==> src/rtl/mdu_pkg.sv <==
package mdu_pkg;

    // Operation codes; bit 1 picks divide, bit 0 picks unsigned
    typedef enum logic [1:0] {
        MD_MUL_S = 2'b00,
        MD_MUL_U = 2'b01,
        MD_DIV_S = 2'b10,
        MD_DIV_U = 2'b11
    } md_op_e;

    // Sign corrections applied to the magnitude result
    typedef struct packed {
        logic flip_hi;
        logic flip_lo;
    } sign_fix_t;

    function automatic logic op_is_div(input md_op_e o);
        logic [1:0] v;
        v = o;
        return v[1];
    endfunction

    function automatic logic op_is_signed(input md_op_e o);
        logic [1:0] v;
        v = o;
        return ~v[0];
    endfunction

endpackage

==> src/rtl/mdu_mul_seq.sv <==
module mdu_mul_seq #(
    parameter int W = 32
) (
    input  logic         clk,
    input  logic         rst,
    input  logic         load,
    input  logic         drop,
    input  logic         is_signed,
    input  logic [W-1:0] a,
    input  logic [W-1:0] b,
    output logic         busy,
    output logic         done,
    output logic [W-1:0] hi,
    output logic [W-1:0] lo
);
    import mdu_pkg::*;

    localparam int CW = $clog2(W + 1);
    localparam int PW = 2 * W;

    logic            active;
    logic [CW-1:0]   cnt;
    logic [PW-1:0]   prod;
    logic [W-1:0]    mcand;
    sign_fix_t       fix;

    logic [W-1:0]    mag_a, mag_b;
    logic [W:0]      upper_sum;
    logic [PW-1:0]   prod_step;
    logic [PW-1:0]   signed_prod;

    // Operand magnitudes for the unsigned shift-add core
    always_comb begin
        mag_a = (is_signed && a[W-1]) ? (~a + 1'b1) : a;
        mag_b = (is_signed && b[W-1]) ? (~b + 1'b1) : b;
    end

    // One shift-add step: conditionally add, then shift right
    always_comb begin
        upper_sum = {1'b0, prod[PW-1:W]} + (prod[0] ? {1'b0, mcand} : '0);
        prod_step = {upper_sum, prod[W-1:1]};
    end

    always_ff @(posedge clk) begin
        if (rst) begin
            active <= 1'b0;
            cnt    <= '0;
            prod   <= '0;
            mcand  <= '0;
            fix    <= '0;
        end else if (load) begin
            active       <= 1'b1;
            cnt          <= CW'(W);
            prod         <= {{W{1'b0}}, mag_a};
            mcand        <= mag_b;
            fix.flip_hi  <= is_signed & (a[W-1] ^ b[W-1]);
            fix.flip_lo  <= is_signed & (a[W-1] ^ b[W-1]);
        end else if (drop) begin
            active <= 1'b0;
        end else if (active && cnt != '0) begin
            prod <= prod_step;
            cnt  <= cnt - CW'(1);
        end else if (active) begin
            active <= 1'b0;
        end
    end

    assign signed_prod = fix.flip_lo ? (~prod + 1'b1) : prod;
    assign busy = active;
    assign done = active && (cnt == '0);
    assign hi   = signed_prod[PW-1:W];
    assign lo   = signed_prod[W-1:0];

    // a running multiply advances exactly one step per cycle
    a_r6_mul_step: assert property (@(posedge clk) disable iff (rst)
        (active && cnt != '0 && !load && !drop) |=> (active && cnt == $past(cnt) - CW'(1)));

    // the finishing cycle retires the engine unless reloaded
    a_r6_mul_retire: assert property (@(posedge clk) disable iff (rst)
        (done && !load) |=> !active);

endmodule

==> src/rtl/mdu_div_seq.sv <==
module mdu_div_seq #(
    parameter int W = 32
) (
    input  logic         clk,
    input  logic         rst,
    input  logic         load,
    input  logic         drop,
    input  logic         is_signed,
    input  logic [W-1:0] a,
    input  logic [W-1:0] b,
    output logic         busy,
    output logic         done,
    output logic [W-1:0] hi,
    output logic [W-1:0] lo
);
    import mdu_pkg::*;

    localparam int CW = $clog2(W + 1);

    logic            active;
    logic [CW-1:0]   cnt;
    logic [W-1:0]    rem;
    logic [W-1:0]    quo;
    logic [W-1:0]    dvsr;
    sign_fix_t       fix;

    logic [W-1:0]    mag_a, mag_b;
    logic [W:0]      shifted;
    logic [W:0]      diff;

    always_comb begin
        mag_a = (is_signed && a[W-1]) ? (~a + 1'b1) : a;
        mag_b = (is_signed && b[W-1]) ? (~b + 1'b1) : b;
    end

    // Restoring step: bring in next dividend bit, trial-subtract divisor
    always_comb begin
        shifted = {rem, quo[W-1]};
        diff    = shifted - {1'b0, dvsr};
    end

    always_ff @(posedge clk) begin
        if (rst) begin
            active <= 1'b0;
            cnt    <= '0;
            rem    <= '0;
            quo    <= '0;
            dvsr   <= '0;
            fix    <= '0;
        end else if (load) begin
            active      <= 1'b1;
            cnt         <= CW'(W);
            rem         <= '0;
            quo         <= mag_a;
            dvsr        <= mag_b;
            fix.flip_lo <= is_signed & (a[W-1] ^ b[W-1]);
            fix.flip_hi <= is_signed & a[W-1];
        end else if (drop) begin
            active <= 1'b0;
        end else if (active && cnt != '0) begin
            if (!diff[W]) begin
                rem <= diff[W-1:0];
                quo <= {quo[W-2:0], 1'b1};
            end else begin
                rem <= shifted[W-1:0];
                quo <= {quo[W-2:0], 1'b0};
            end
            cnt <= cnt - CW'(1);
        end else if (active) begin
            active <= 1'b0;
        end
    end

    assign busy = active;
    assign done = active && (cnt == '0);
    assign lo   = fix.flip_lo ? (~quo + 1'b1) : quo;
    assign hi   = fix.flip_hi ? (~rem + 1'b1) : rem;

    // partial remainder stays below a nonzero divisor
    a_r5_rem_bound: assert property (@(posedge clk) disable iff (rst)
        (active && dvsr != '0) |-> (rem < dvsr));

    // the finishing cycle retires the engine unless reloaded
    a_r6_div_retire: assert property (@(posedge clk) disable iff (rst)
        (done && !load) |=> !active);

endmodule

==> src/rtl/mdu_hilo.sv <==
module mdu_hilo #(
    parameter int W = 32
) (
    input  logic         clk,
    input  logic         rst,
    input  logic         start,
    input  logic [1:0]   op,
    input  logic [W-1:0] src_a,
    input  logic [W-1:0] src_b,
    input  logic         hi_wr,
    input  logic         lo_wr,
    input  logic [W-1:0] wr_data,
    output logic [W-1:0] hi_out,
    output logic [W-1:0] lo_out,
    output logic         busy
);
    import mdu_pkg::*;

    md_op_e       op_e;
    logic         mt_any;
    logic         drop_all;
    logic         wb_ok;
    logic         mul_load, div_load;
    logic         op_signed;
    logic         mul_busy, mul_done;
    logic         div_busy, div_done;
    logic [W-1:0] mul_hi, mul_lo, div_hi, div_lo;
    logic [W-1:0] hi_q, lo_q;

    assign op_e      = md_op_e'(op);
    assign op_signed = op_is_signed(op_e);
    assign mt_any    = hi_wr | lo_wr;
    assign mul_load  = start & ~op_is_div(op_e);
    assign div_load  = start &  op_is_div(op_e);
    // Any start or direct write ends whatever is running
    assign drop_all  = start | mt_any;
    // A finishing result is discarded if overtaken in the same cycle
    assign wb_ok     = ~start & ~mt_any;

    mdu_mul_seq #(.W(W)) u_mul (
        .clk       (clk),
        .rst       (rst),
        .load      (mul_load),
        .drop      (drop_all),
        .is_signed (op_signed),
        .a         (src_a),
        .b         (src_b),
        .busy      (mul_busy),
        .done      (mul_done),
        .hi        (mul_hi),
        .lo        (mul_lo)
    );

    mdu_div_seq #(.W(W)) u_div (
        .clk       (clk),
        .rst       (rst),
        .load      (div_load),
        .drop      (drop_all),
        .is_signed (op_signed),
        .a         (src_a),
        .b         (src_b),
        .busy      (div_busy),
        .done      (div_done),
        .hi        (div_hi),
        .lo        (div_lo)
    );

    always_ff @(posedge clk) begin
        if (rst) begin
            hi_q <= '0;
            lo_q <= '0;
        end else begin
            if (hi_wr)                  hi_q <= wr_data;
            else if (wb_ok && mul_done) hi_q <= mul_hi;
            else if (wb_ok && div_done) hi_q <= div_hi;

            if (lo_wr)                  lo_q <= wr_data;
            else if (wb_ok && mul_done) lo_q <= mul_lo;
            else if (wb_ok && div_done) lo_q <= div_lo;
        end
    end

    assign hi_out = hi_q;
    assign lo_out = lo_q;
    assign busy   = mul_busy | div_busy;

    // a sampled start raises busy on the next cycle
    a_r6_busy_on_start: assert property (@(posedge clk) disable iff (rst)
        start |=> busy);

    // a direct write without start cancels any running operation
    a_r9_cancel: assert property (@(posedge clk) disable iff (rst)
        (mt_any && !start) |=> !busy);

    // at most one engine is ever running
    a_r7_one_engine: assert property (@(posedge clk) disable iff (rst)
        $onehot0({mul_busy, div_busy}));

    // idle HI/LO move only through their write ports
    a_r11_hi_hold: assert property (@(posedge clk) disable iff (rst)
        (!busy && !hi_wr) |=> $stable(hi_q));
    a_r11_lo_hold: assert property (@(posedge clk) disable iff (rst)
        (!busy && !lo_wr) |=> $stable(lo_q));

    // while an operation is still stepping, HI keeps its old value
    a_r6_hold_running: assert property (@(posedge clk) disable iff (rst)
        (busy && !hi_wr && !mul_done && !div_done) |=> $stable(hi_q));

endmodule

==> config.mk <==
export PLATFORM = sky130hd
export DESIGN_NAME = mdu_hilo
export DESIGN_NICKNAME = d
export VERILOG_FILES = /design/src/rtl/mdu_pkg.sv /design/src/rtl/mdu_mul_seq.sv /design/src/rtl/mdu_div_seq.sv /design/src/rtl/mdu_hilo.sv
export SDC_FILE = /design/constraint.sdc
export NUM_CORES = 1
export LEC_CHECK = 0
export ABC_CLOCK_PERIOD_IN_PS = 4100
export BUFFER_PORTS_ARGS = -buffer_cell sky130_fd_sc_hd__clkbuf_2
export CORE_ASPECT_RATIO = 0.9
export CORE_UTILIZATION = 45
export DETAILED_ROUTE_END_ITERATION = 8
export SLEW_MARGIN = 10
export SYNTH_ARGS = -nofsm -noshare
export SYNTH_HDL_FRONTEND = slang
export SYNTH_SLANG_ARGS = --single-unit
export TNS_END_PERCENT = 1
==> constraint.sdc <==
create_clock -name clk -period 4.1 [get_ports clk]
set_input_delay 0.41 -clock clk [delete_from_list [all_inputs] [get_ports clk]]
set_output_delay 0.41 -clock clk [all_outputs]
set_load 0.005 [all_outputs]
==> results.ini <==
[routing]
wl_per_cell_um = 23.0
drcViolationCount = 0
viasPerCell = 6.17
dr_total_vias = 19500
first_pass_iters = 6
wl_mm = 72.8
drtIter0Drc = 2167
final_antenna_net_count = 0

[synth]
synth_area_leaders = dfxtp_1 29%, a21oi_1 6.2%, nand2_1 6.0%
yosysMostFrequentCell = nand2_1
synth_edf_count = 0
synth.distinct_cells = 72
yosysWarnings = 0
ys_seq_area_share_pct = 29.2
syn_area_sq_mm = 0.0187
yosys_register_bits = 273
async_flop_share_pct = 0
post-synth-top-area-cell = dfxtp_1
syn_avg_cell_area_sq_um = 7.48
synthTopCellsByCount = 302 x nand2_1, 273 x dfxtp_1, 244 x nor2_1
syn_nets = 2684
syn_inst = 2506
synth.top_cell.area_share_pct = 29.2
ys.flop_type = dfxtp_1

[job]
cap_violations = 0

[critical_path]
critPathSlowestCell = dfxtp_1
critical_path_required_ns = 4.57
worst_setup_path_end_kind = flip-flop
setup.worst_path.class = reg -> reg
cp_max_fo = 24
rrSetupSlack_ns = 0.45
start_kind = flip-flop
critPathArrivalTime_ns = 4.12
crit_chain = and2_1 > ha_1 > a2111oi_0 > o21ai_0 > nand3_1 > o211ai_1 > a221o_1 > a41o_1 > a41oi_1 > mux2i_1 > a21o_1
slowest_delay_ns = 0.86

[pwr]
power_density_mw_per_mm2 = 340
power_leakage_nw = 8.50
worst_ir_drop_vdd_v = 0.000346
power.total_mw = 7.22

[final_layout]
fin_cells = 3159
layout.nets = 2774
syn_to_final_growth_pct = 13.2
fillers = 4068
drive_gt1_share_pct = 12.0
finalInstanceArea_sq_mm = 0.0212
post-route-util_pct = 52.0

[sta]
setup_slack_ns = 0.449
slew_viol_final = 0
skew_ns = 0.0202
max_freq_mhz = 274
whs_ns = 0.139
worst_pin_slew_ns = 1.12
slew_headroom_pct = 25.0
post-route-period-util_pct = 89.0
setup_viol = 0
rsz0062_at_grt = false
period_minus_slack_ns = 3.65
setup-tns-final_ns = 0
hold_viol = 0

[global_routing]
antenna_found_initial = 1
grt-busiest-layer = met1
grt_pass1_vias = 17300
grt_usage_pct = 33.7
grt_max_degree = 82
grt_pass1_wl_mm = 109
overflow = 0
use_met2_pct = 46.5
met1_usage_pct = 54.4
met3_usage_pct = 4.55

[cts]
clk_pin_slew_ns = 0.06
clk_latency_ns = 0.54
tritoncts = built
post_cts_resized = 0
clk_path_buf_depth = 3
cts_root_buf = clkbuf_16
cts_inserted_buffers = 34
post_cts_buffers = 0
htree_levels = 2
cts.sinks = 273
hold_buffers = 0

[floorplanning]
rows = 70
io_pins = 168
dieArea_sq_mm = 0.0425
dieHeight_um = 196
start_util_pct = 45.9
die_x_um = 217
core_area_sq_mm = 0.0408

[place]
io_buffers = 167
place.gp.congestion = 0.973
dp_hpwl_mm = 55.4
dpl_cell_area_sq_mm = 0.0201
dpl_worst_slack_ns = 0.534
placed_cells = 3100

[run_status]
status = finished, final reports clean

[worst_hold_path]
hold_class = in -> reg

cell type report:
| type | count | area, sq um | area share [%] |
|---|---|---|---|
| Antenna cell | 1 | 2.50 | 0.0118 |
| Clock buffer | 51 | 1030 | 4.84 |
| Clock inverter | 7 | 116 | 0.549 |
| Inverter | 75 | 282 | 1.33 |
| Multi-Input combinational cell | 1996 | 12400 | 58.6 |
| Sequential cell | 273 | 5470 | 25.8 |
| Tap cell | 540 | 676 | 3.19 |
| Timing Repair Buffer | 216 | 1220 | 5.76 |
registers in the layout (all words and copies together) (netlist names):
signal,flops
u_mul.mcand,32
hi_out,32
u_div.busy,1
lo_out,32
u_div.rem,32
u_mul.cnt,6
u_div.fix,2
u_mul.prod,64
u_mul.fix,1
u_div.dvsr,32
u_mul.busy,1
u_div.quo,32
u_div.cnt,6
metal layers:
layer | wire, um | share of wire [%]
met1 | 36500 | 50
met4 | 927 | 1.3
met5 | 0 | 0
met2 | 28800 | 40
met3 | 6510 | 8.9
cell families after synthesis:
| group | count (synthesis) | synth area share (%) |
|---|---|---|
| adders and majority gates | 75 | 5.09 |
| buffers and inverters | 237 | 4.75 |
| AOI/OAI and AO/OA | 779 | 26.9 |
| DFF | 273 | 29.2 |
| and+or+nand+nor | 891 | 22.2 |
| xor gates and xnor gates | 233 | 10.9 |
| muxes | 18 | 0.968 |
power by group:
part	internal (mW)	switching, mW
clock	1.91	1.23
sequential	2.78	0.141
combinational	0.417	0.741
critical path: cells and delay by family, from the launching register on:
kind / cells / cell delay [ns]
AOI/OAI and AO/OA: 7 / 1.89
DFF: 1 / 0.86
and+or+nand+nor: 2 / 0.35
adders and majority gates: 1 / 0.28
muxes: 1 / 0.22
placed cells by master, fill, tap and decap left out, types with 26 or more instances in the layout:
| cell | Yosys | layout |
|---|---|---|
| and2_1 | 43 | 42 |
| buf_4 | 0 | 48 |
| a211oi_1 | 101 | 101 |
| dfxtp_1 | 273 | 272 |
| inv_1 | 75 | 75 |
| o21ai_0 | 139 | 139 |
| nor4_1 | 29 | 29 |
| nand2_1 | 302 | 302 |
| clkbuf_2 | 0 | 166 |
| or3_1 | 35 | 35 |
| o31ai_1 | 44 | 44 |
| a22oi_1 | 52 | 52 |
| ha_1 | 73 | 73 |
| nand3_1 | 62 | 61 |
| xor2_1 | 117 | 117 |
| clkbuf_16 | 0 | 35 |
| a21oi_1 | 233 | 233 |
| xnor2_1 | 116 | 116 |
| nor2_1 | 244 | 240 |
| o211ai_1 | 26 | 26 |
| nor3_1 | 46 | 46 |
worst paths after layout:
path / depth (start not counted) / start / to
worst min-delay path: 3 / wr_data[21] / lo_out[21]
worst max-delay path: 11 / u_mul.prod[0] / u_mul.prod[62]
worst min register to register: 2 / u_div.dvsr[31] / u_div.dvsr[31]
worst max register to register: 11 / u_mul.prod[0] / u_mul.prod[62]
No activity file was read; power rests on OpenSTA's default activity.
